$ cat src/rtl/pss_pkg.sv
package pss_pkg;

  typedef enum logic [2:0] {
    PH_IDLE = 3'd0,
    PH_ADDR = 3'd1,
    PH_SOC  = 3'd2,
    PH_S1   = 3'd3,
    PH_GAP1 = 3'd4,
    PH_S2   = 3'd5,
    PH_GAP2 = 3'd6
  } ph_t;

  typedef enum logic [1:0] {
    DEC_ALL   = 2'd0,
    DEC_HALF  = 2'd1,
    DEC_EIGHT = 2'd2,
    DEC_RSVD  = 2'd3
  } decim_t;

endpackage

$ cat src/rtl/pss_phase_fsm.sv
module pss_phase_fsm
  import pss_pkg::*;
#(
  parameter int GAP_W = 4
) (
  input  logic             clk,
  input  logic             rst_n,
  input  logic             run,
  input  logic [GAP_W-1:0] gap,
  output ph_t              ph,
  output logic             slot_end
);

  ph_t              ph_q, ph_d;
  logic [GAP_W-1:0] cnt_q, cnt_d;

  always_comb begin
    ph_d  = ph_q;
    cnt_d = cnt_q;
    unique case (ph_q)
      PH_IDLE: ph_d = PH_ADDR;
      PH_ADDR: ph_d = PH_SOC;
      PH_SOC:  ph_d = PH_S1;
      PH_S1: begin
        ph_d  = PH_GAP1;
        cnt_d = gap - GAP_W'(1);
      end
      PH_GAP1: begin
        if (cnt_q == '0) ph_d = PH_S2;
        else             cnt_d = cnt_q - GAP_W'(1);
      end
      PH_S2: begin
        ph_d  = PH_GAP2;
        cnt_d = gap - GAP_W'(1);
      end
      PH_GAP2: begin
        if (cnt_q == '0) ph_d = PH_ADDR;
        else             cnt_d = cnt_q - GAP_W'(1);
      end
      default: ph_d = PH_IDLE;
    endcase
    if (!run) ph_d = PH_IDLE;
  end

  always_ff @(posedge clk or negedge rst_n) begin
    if (!rst_n) begin
      ph_q  <= PH_IDLE;
      cnt_q <= '0;
    end else begin
      ph_q  <= ph_d;
      cnt_q <= cnt_d;
    end
  end

  assign ph       = ph_q;
  assign slot_end = (ph_q == PH_GAP2) && (cnt_q == '0);

  // S2 is only ever entered from the first gap
  assert_s2_after_gap_R4: assert property (@(posedge clk) disable iff (!rst_n)
    (ph_q == PH_S2) |-> ($past(ph_q) == PH_GAP1));

  // conversion strobe always follows the address cycle
  assert_soc_after_addr_R5: assert property (@(posedge clk) disable iff (!rst_n)
    (ph_q == PH_SOC) |-> ($past(ph_q) == PH_ADDR));

endmodule

$ cat src/rtl/pss_col_ctr.sv
module pss_col_ctr
  import pss_pkg::*;
#(
  parameter int COLS = 8
) (
  input  logic                    clk,
  input  logic                    rst_n,
  input  logic                    active,
  input  logic                    clr,
  input  logic                    adv,
  input  decim_t                  decim,
  output logic [$clog2(COLS)-1:0] col,
  output logic                    last
);

  localparam int CW = $clog2(COLS);

  logic [CW-1:0] col_q, col_d;
  logic [CW:0]   stride, sum;

  always_comb begin
    unique case (decim)
      DEC_HALF:  stride = (CW+1)'(2);
      DEC_EIGHT: stride = (CW+1)'(COLS);
      default:   stride = (CW+1)'(1);
    endcase
    sum   = {1'b0, col_q} + stride;
    last  = sum >= (CW+1)'(COLS);
    col_d = clr ? '0 : sum[CW-1:0];
  end

  always_ff @(posedge clk or negedge rst_n) begin
    if (!rst_n)          col_q <= '0;
    else if (clr || adv) col_q <= col_d;
  end

  assign col = col_q;

  // one-in-eight mode never leaves column 0
  assert_eighth_col0_R7: assert property (@(posedge clk) disable iff (!rst_n)
    (active && decim == DEC_EIGHT) |-> (col_q == '0));

endmodule

$ cat src/rtl/pss_row_ctr.sv
module pss_row_ctr #(
  parameter int ROWS = 54
) (
  input  logic                    clk,
  input  logic                    rst_n,
  input  logic                    load,
  input  logic [$clog2(ROWS)-1:0] load_val,
  input  logic                    adv,
  input  logic [$clog2(ROWS)-1:0] stride,
  input  logic [$clog2(ROWS)-1:0] last_row,
  input  logic                    down,
  output logic [$clog2(ROWS)-1:0] row,
  output logic                    wrap
);

  localparam int RW = $clog2(ROWS);
  localparam logic [RW-1:0] ROW_MAX = RW'(ROWS - 1);

  logic [RW-1:0] row_q, row_d;
  logic [RW:0]   up_sum;

  always_comb begin
    up_sum = {1'b0, row_q} + {1'b0, stride};
    if (down) begin
      wrap  = (row_q < stride) || ((row_q - stride) < last_row);
      row_d = row_q - stride;
    end else begin
      wrap  = up_sum > {1'b0, last_row};
      row_d = up_sum[RW-1:0];
    end
    if (load) row_d = load_val;
  end

  always_ff @(posedge clk or negedge rst_n) begin
    if (!rst_n)           row_q <= '0;
    else if (load || adv) row_q <= row_d;
  end

  assign row = row_q;

  assert_row_range_R12: assert property (@(posedge clk) disable iff (!rst_n)
    row_q <= ROW_MAX);

endmodule

$ cat src/rtl/pix_scan_seq.sv
module pix_scan_seq
  import pss_pkg::*;
#(
  parameter int ROWS  = 54,
  parameter int COLS  = 8,
  parameter int GAP_W = 4
) (
  input  logic                    clk,
  input  logic                    rst_n,
  input  logic                    run,
  input  logic [$clog2(ROWS)-1:0] cfg_first,
  input  logic [$clog2(ROWS)-1:0] cfg_last,
  input  logic [$clog2(ROWS)-1:0] cfg_stride,
  input  logic                    cfg_down,
  input  logic [1:0]              cfg_decim,
  input  logic [GAP_W-1:0]        cfg_gap,
  output logic [$clog2(ROWS)-1:0] row_addr,
  output logic [COLS-1:0]         col_en,
  output logic [$clog2(COLS)-1:0] mux_addr,
  output logic                    sh_s1,
  output logic                    sh_s2,
  output logic                    conv_start,
  output logic                    frame_start,
  output logic                    row_start
);

  localparam int RW = $clog2(ROWS);
  localparam int CW = $clog2(COLS);
  localparam logic [RW-1:0] ROW_MAX = RW'(ROWS - 1);

  ph_t              ph;
  logic             slot_end, active, start, slot_adv;
  logic             col_last, row_wrap, row_end, frame_load, row_adv;
  logic [CW-1:0]    col;
  logic [RW-1:0]    first_clamp, last_clamp, stride_norm;
  logic [GAP_W-1:0] gap_norm;

  // shadow configuration, captured at frame boundaries only
  logic [RW-1:0]    shd_last, shd_stride;
  logic             shd_down;
  decim_t           shd_decim;
  logic [GAP_W-1:0] shd_gap;
  logic             frm_q, rowp_q;

  always_comb begin
    first_clamp = (cfg_first > ROW_MAX) ? ROW_MAX : cfg_first;
    last_clamp  = (cfg_last  > ROW_MAX) ? ROW_MAX : cfg_last;
    stride_norm = (cfg_stride == '0) ? RW'(1) : cfg_stride;
    gap_norm    = (cfg_gap == '0) ? GAP_W'(1) : cfg_gap;
    active      = (ph != PH_IDLE);
    start       = run && !active;
    slot_adv    = run && slot_end;
    row_end     = slot_adv && col_last;
    frame_load  = start || (row_end && row_wrap);
    row_adv     = row_end && !row_wrap;
  end

  always_ff @(posedge clk or negedge rst_n) begin
    if (!rst_n) begin
      shd_last   <= '0;
      shd_stride <= RW'(1);
      shd_down   <= 1'b0;
      shd_decim  <= DEC_ALL;
      shd_gap    <= GAP_W'(1);
    end else if (frame_load) begin
      shd_last   <= last_clamp;
      shd_stride <= stride_norm;
      shd_down   <= cfg_down;
      shd_decim  <= decim_t'(cfg_decim);
      shd_gap    <= gap_norm;
    end
  end

  always_ff @(posedge clk or negedge rst_n) begin
    if (!rst_n) begin
      frm_q  <= 1'b0;
      rowp_q <= 1'b0;
    end else begin
      frm_q  <= frame_load;
      rowp_q <= frame_load || row_adv;
    end
  end

  pss_phase_fsm #(.GAP_W(GAP_W)) u_phase (
    .clk(clk), .rst_n(rst_n), .run(run), .gap(shd_gap),
    .ph(ph), .slot_end(slot_end)
  );

  pss_col_ctr #(.COLS(COLS)) u_col (
    .clk(clk), .rst_n(rst_n), .active(active),
    .clr(frame_load || row_adv), .adv(slot_adv && !col_last),
    .decim(shd_decim), .col(col), .last(col_last)
  );

  pss_row_ctr #(.ROWS(ROWS)) u_row (
    .clk(clk), .rst_n(rst_n), .load(frame_load), .load_val(first_clamp),
    .adv(row_adv), .stride(shd_stride), .last_row(shd_last), .down(shd_down),
    .row(row_addr), .wrap(row_wrap)
  );

  assign mux_addr    = col;
  assign col_en      = active ? ({{(COLS-1){1'b0}}, 1'b1} << col) : '0;
  assign sh_s1       = (ph == PH_S1);
  assign sh_s2       = (ph == PH_S2);
  assign conv_start  = (ph == PH_SOC);
  assign frame_start = frm_q;
  assign row_start   = rowp_q;

  assert_gap_s1_s2_R4: assert property (@(posedge clk) disable iff (!rst_n)
    $rose(sh_s2) |-> !$past(sh_s1));

  assert_gap_s2_s1_R4: assert property (@(posedge clk) disable iff (!rst_n)
    $rose(sh_s1) |-> !$past(sh_s2));

  assert_mux_quiet_R5: assert property (@(posedge clk) disable iff (!rst_n)
    !$stable(mux_addr) |-> (!sh_s1 && !sh_s2 && !$past(sh_s1) && !$past(sh_s2)));

  assert_col_on_sample_R6: assert property (@(posedge clk) disable iff (!rst_n)
    sh_s1 |-> $onehot(col_en));

  assert_row_moves_at_start_R8: assert property (@(posedge clk) disable iff (!rst_n)
    (active && !$stable(row_addr)) |-> row_start);

  assert_frame_with_row_R9: assert property (@(posedge clk) disable iff (!rst_n)
    frame_start |-> (row_start && !$past(frame_start)));

endmodule

$ cat config.mk
export PLATFORM = sky130hd
export DESIGN_NAME = pix_scan_seq
export DESIGN_NICKNAME = d
export VERILOG_FILES = /design/src/rtl/pss_pkg.sv /design/src/rtl/pss_phase_fsm.sv /design/src/rtl/pss_col_ctr.sv /design/src/rtl/pss_row_ctr.sv /design/src/rtl/pix_scan_seq.sv
export SDC_FILE = /design/constraint.sdc
export NUM_CORES = 1
export LEC_CHECK = 0
export BUFFER_PORTS_ARGS = -buffer_cell sky130_fd_sc_hd__buf_4
export CAP_MARGIN = 20
export CORE_ASPECT_RATIO = 1.25
export CORE_MARGIN = 2
export CORE_UTILIZATION = 25
export CTS_CLUSTER_DIAMETER = 40
export DETAILED_ROUTE_END_ITERATION = 12
export PLACE_DENSITY = 0.46
export SYNTH_ARGS = -nofsm -noshare
export SYNTH_HDL_FRONTEND = slang
export SYNTH_SLANG_ARGS = --single-unit
$ cat constraint.sdc
create_clock -name clk -period 9.1 [get_ports clk]
set_input_delay 0.91 -clock clk [delete_from_list [all_inputs] [get_ports clk]]
set_output_delay 0.91 -clock clk [all_outputs]
set_load 0.02 [all_outputs]
Yosys cells after proc, flatten, opt, wreduce, memory -nomap -nowiden

Index checks and enable logic that the tools add are counted.

Input bits: 28
Output and inout bits: 22
Bits in registers: 37
Logic and storage cells: 74

Reduce and logical (&&, ||, !) cells: 24
Shift operators: 1
Equal/unequal tests: 11
Add/sub/neg operators: 5
Muxes and demuxes: 16
$lt $le $gt $ge: 6

Operators with widths:

| operator                                                            | count |
|---|---|
| 6-bit two-way mux                                                   | 5 |
| 3-bit case mux with 7 select lines                                  | 1 |
| 4-bit case mux with 2 select lines                                  | 2 |
| 6-bit greater-than comparator (second input constant)               | 2 |
| 6-bit less-than comparator                                          | 2 |
| 3-bit two-way mux                                                   | 4 |
| 3-bit == test (second input constant)                               | 3 |
| 4-bit logical NOT                                                   | 2 |
| 4-bit two-way mux                                                   | 2 |
| 8-bit two-way mux                                                   | 1 |
| 1-bit by 3-bit << shifter with 8-bit output (first input constant)  | 1 |
| 4-bit by 1-bit subtractor with 4-bit output (second input constant) | 2 |
| 6-bit by 6-bit adder with 7-bit output                              | 1 |
| 7-bit by 6-bit greater-than comparator with 1-bit output            | 1 |
| 1-bit logical AND                                                   | 7 |
| 3-bit by 2-bit == test with 1-bit output (second input constant)    | 2 |
| 6-bit logical NOT                                                   | 1 |
| 6-bit subtractor                                                    | 1 |
| 3-bit by 4-bit adder with 4-bit output                              | 1 |
| 4-bit greater-or-equal comparator (second input constant)           | 1 |
| 1-bit logical OR                                                    | 4 |
| 2-bit AND reduction                                                 | 2 |
| 2-bit OR reduction                                                  | 2 |
| 3-bit by 1-bit == test with 1-bit output (second input constant)    | 1 |
| 10 further kinds                                                    | 12 |

Depth between registers and ports, before layout

Depth in word-level cells: 9
Gate-level depth with buffers: 16
Mapped depth without buffers: 15

By module

From an unflattened synthesis, not the netlist that was laid out.

Cell total of the unflattened synthesis: 305
Area, all modules: 2947.8 um^2

By module, submodules not included:

| module        | seq. area each (um^2) | times used | area an instance (um^2) | cells each |
|---|---|---|---|---|
| pss_row_ctr   | 150.1                 | 1          | 1131.1                  | 136 |
| pix_scan_seq  | 528.0                 | 1          | 1067.3                  | 92 |
| pss_phase_fsm | 175.2                 | 1          | 510.5                   | 55 |
| pss_col_ctr   | 75.1                  | 1          | 239.0                   | 22 |

Worst setup path before layout

OpenSTA, ideal clock, no wires.

Path kind: flip-flop to flip-flop
Start: register u_row.row_q[0] (netlist: u_row.row[0])
End: register shd_decim[0]
Arrival time: 3.306 ns
Data required time: 8.975 ns
Clock period less this slack: 3.431 ns
Buffers on the path: 1
Cell stages (with the launch flop): 14
Setup slack: 5.669 ns
Setup time: 0.125 ns
Cells stage by stage: dfrtp_1 -> ha_1 -> fa_1 -> nor2b_1 -> o31ai_2 -> xor2_1 -> ha_1 -> nand2_1 -> a211o_1 -> a21oi_1 -> o22ai_4 -> a21oi_4 -> buf_8 -> mux2_4

Cells in the longest elaborated chain, start to end: 6
Elaborated cells on any way between the ends: 9
Those cells by class: 2 x add/sub; 3 x order compare; 1 x mux; 3 x reduce/logical

RTL lines:

| element                    | line               | RTL |
|---|---|---|
| start: declaration         | pss_row_ctr.sv:19  | `logic [RW-1:0] row_q, row_d;` |
| start signal: assignment   | pss_row_ctr.sv:36  | `else if (load \|\| adv) row_q <= row_d;` |
| 6-bit subtractor           | pss_row_ctr.sv:25  | `wrap = (row_q < stride) \|\| ((row_q - stride) < last_row);` |
| 6-bit less-than comparator | pss_row_ctr.sv:25  |  |
| 1-bit logical OR           | pss_row_ctr.sv:25  |  |
| 1-bit two-way mux (*)      | pss_row_ctr.sv:24  | `if (down) begin` |
| 1-bit logical AND (*)      | pix_scan_seq.sv:54 | `frame_load = start \|\| (row_end && row_wrap);` |
| 1-bit logical OR (*)       | pix_scan_seq.sv:54 |  |
| end signal: assignment     | pix_scan_seq.sv:69 | `shd_decim <= decim_t'(cfg_decim);` |
| end: declaration           | pix_scan_seq.sv:41 | `decim_t shd_decim;` |

Mark *: on every way between the ends. The rest lies on a longest branch, timed or not.
A chain may end at the register's enable or synchronous reset.

Final worst setup path

Start: register u_row.row_q[0] (netlist: u_row.row[0])
End: register shd_decim[1]

Same word-level chain as after synthesis.

==> flow_summary.ini <==
[outcome]
status = finished, final reports clean

[clock_network]
clkSlewWorstSetupHoldPaths_ps = 60
holdBufCountCts = 0
cts_buffers = 5
clockBufferDepth = 2
h-tree-depth = 2
clock_latency_ps = 280
cts_tree = built
clock-root-buffer = clkbuf_16
cts-resized-gates = 0
cts_setup_buffers = 0
cts.sinks = 37

[cells_and_area]
register_area_um2 = 928
nNetsFinal = 405
syn2layout_area_growth_pct = 21.0
multiInputGateArea_um2 = 1860
final_util_pct = 30.8
drive_above_1_share_pct = 25.6
fillers = 1235
antenna_cells = 0

[power_and_ir_drop]
pwr-share-comb_pct = 66.3
power.internal_mw = 0.776
clkPwrFrac_pct = 11.8
swShare_pct = 45.1
p_seq_share_pct = 21.9
ir_drop_mv = 0.134
leakagePower_nw = 1.65
p_per_area_nw_per_um2 = 397
switchingPower_mw = 0.638

[worst_setup_path]
rrSetupSlack_ps = 5030
cp.required_ps = 9270
cp-end-kind = flip-flop
path_cells = ha_1, fa_1, nor2b_1, o31ai_2, xor2_1, ha_1, nand2_1, a211o_1, a21oi_1, o22ai_4, a21oi_4, mux2_2
startpoint = u_row.row[0]$_DFFE_PN0P_
max_stage_delay_ps = 780
cpMostUsedCell = ha_1
start_kind = flip-flop
r2r-start = u_row.row[0]$_DFFE_PN0P_
r2r_cells = 12
cp.depth = 12
worstPathMaxFanout = 22
worst_path_max_delay_cell = a21oi_4
path_delay_family = compound AO/OA/AOI/OAI gates
path_class = flip-flop to flip-flop
reg2reg_to = shd_decim[1]$_DFFE_PN0P_
critPathBufInv = 0
crit_arrival_ps = 4240

[drt]
drc_errors = 0
drtAntennaViolNets = 0
wl_um = 7150
viasPerCell = 4.75
first_iter_violations = 65
vias = 2305
post_drt_wl_per_cell_um = 14.7
drt_first_pass_iters = 4

[floorplanning]
io_pins = 50
fp.coreArea_um2 = 11600
num_rows = 44
die_x_um = 101
die_y_um = 125
start_util_pct = 25.5
die-area_um2 = 12700

[sta]
layout_setup_ws_ps = 5030
fmax_ghz = 0.246
final-hold-violation-count = 0
skew_ps = 3.44
drv_slew = 0
maxSlewHeadroom_pct = 37.7
tns_ps = 0
hold_ws_ps = 472
post-route-period-util_pct = 44.7
rsz0062_at_grt = no
worstMarginPinSlew_ps = 932
setup_violations = 0
period_minus_slack_ps = 4070

[global_route]
grt_pass1_wl_um = 11800
grt_usage_pct = 11.9
first_global_vias = 2300
grt_max_degree = 38
antenna_found_initial = 0
grt_overflow = 0

[placement]
place.gp.congestion = 0.774
port_buffers = 49
place_hpwl_um = 5730
place_worst_setup_slack_ps = 5030

[synth]
ys_warn_count = 0
synth.avg_cell_area_um2 = 9.81
synthTopCellsByArea = dfrtp_1 30%, ha_1 12%, mux2_4 6.1%
synth_seq_area_share_pct = 31.5
ys_types = 57
synth_cells = 300
ys_ff_latch = 37
post-synth-top-area-cell = dfrtp_1
synth.cell_area_um2 = 2940
netlist.area_leader.share_pct = 29.7
synth_flop_cell = dfrtp_1
synth_nets = 359
synthArstFlopShare_pct = 100
synth-edff-count = 0

[min_path]
worst_hold_path.endpoint = shd_gap[0]$_DFFE_PN1P_
hp-class = flip-flop to flip-flop
min_from = shd_gap[0]$_DFFE_PN1P_
holdPathStages = 2

[run]
max_cap_viol_count = 0
## cells in the mapped netlist (all sizes together) (3+ instances only)
master,instances
xnor2,6
a21oi,18
a211oi,4
a31oi,3
nor2,37
o22ai,3
nand2,11
nor2b,7
buf,7
nor3,7
or2,3
nand2b,9
mux2i,16
xor2,6
nand4,3
inv,24
dfrtp,35
fa,3
mux2,17
o21ai,14
ha,28
o31ai,4
clkbuf,3
## logic make-up (layout without fill, tap and decap cells)
family / after synthesis / after routing / synth area share (%)
and+or+nand+nor: 91 / 91 / 16.8
muxes: 34 / 34 / 14.2
buffers and inverters: 34 / 81 / 5.18
AOI/OAI and AO/OA: 61 / 61 / 14.7
xor gates and xnor gates: 12 / 12 / 3.57
adders and majority gates: 31 / 31 / 13.9
DFF: 37 / 37 / 31.5
## tightest hold or removal path, delay by kind of cell (launching register included)
family	cells	cell delay (ps)
buffers and inverters	1	40
DFF	1	370
muxes	1	50
## worst max path at each step
stage               slack [ps]                  endpoint
global route              4810    shd_gap[3]$_DFFE_PN0P_
floorplan                 5670  shd_decim[0]$_DFFE_PN0P_
CTS                       5010  shd_decim[1]$_DFFE_PN0P_
finish                    5030  shd_decim[1]$_DFFE_PN0P_
global placement          5030    shd_gap[3]$_DFFE_PN0P_
detailed placement        5030    shd_gap[3]$_DFFE_PN0P_
## registers in the layout, summed over array words and instances (netlist names)
| signal | cells |
|---|---|
| shd_down | 1 |
| u_phase.cnt_q | 4 |
| frame_start | 1 |
| row_start | 1 |
| u_row.row | 6 |
| u_col.col | 3 |
| shd_decim | 2 |
| shd_last | 6 |
| u_phase.ph | 3 |
| shd_gap | 4 |
| shd_stride | 6 |
## power groups by stage
stage | combinational [mW] | clock [mW] | sequential [mW]
detailed placement | 0.946 | 0 | 0.313
finish | 0.937 | 0.166 | 0.310
global placement | 0.940 | 0 | 0.312
global route | 1.05 | 0.177 | 0.322
CTS | 0.951 | 0.171 | 0.312
floorplan | 0.752 | 0 | 0.296
## per-layer routing
layer	vias up	routed length [µm]	global-route usage [%]
met5	-	0	0
met4	0	189	5.25
met3	9	185	1.62
met1	1107	3100	14.7
met2	41	3670	20.3
li1	1148	-	-
## stage by stage
step	instance area, µm²	std cells	power, mW
3_5_place_dp	3420	477	1.26
2_1_floorplan	2940	300	1.05
3_3_place_gp	3420	477	1.25
6_report	3560	485	1.41
5_1_grt	3560	485	1.55
4_1_cts	3560	485	1.43
## layout make-up
cell class	count	share of cell area, %
clock inverter	2	0.281
tap	138	4.85
clock buffer	6	3.62
inverter	24	2.53
timing repair buffer	49	10.3
multi-input combinational	229	52.3
sequential	37	26.1
## layout by cell type (no fill, tap or decap), drive strengths merged, types with 2 or more instances in the layout
master   count
and2         2
a211o        2
or4          2
fa           3
o31ai        4
o21bai       2
nor2b        7
xnor2        6
mux2i       16
or2          3
a32oi        2
nand4        3
dfstp        2
ha          28
xor2         6
a21o         2
mux2        17
o21ai       14
o22ai        3
a21oi       18
dfrtp       35
and3b        2
clkbuf       6
nand2b       9
nand3        2
buf         49
nor3b        2
nor3         7
clkinv       2
nand2       11
a211oi       4
o2111ai      2
a221o        2
nor2        37
inv         24
a31oi        3
Power figures use the tool's default switching activity.
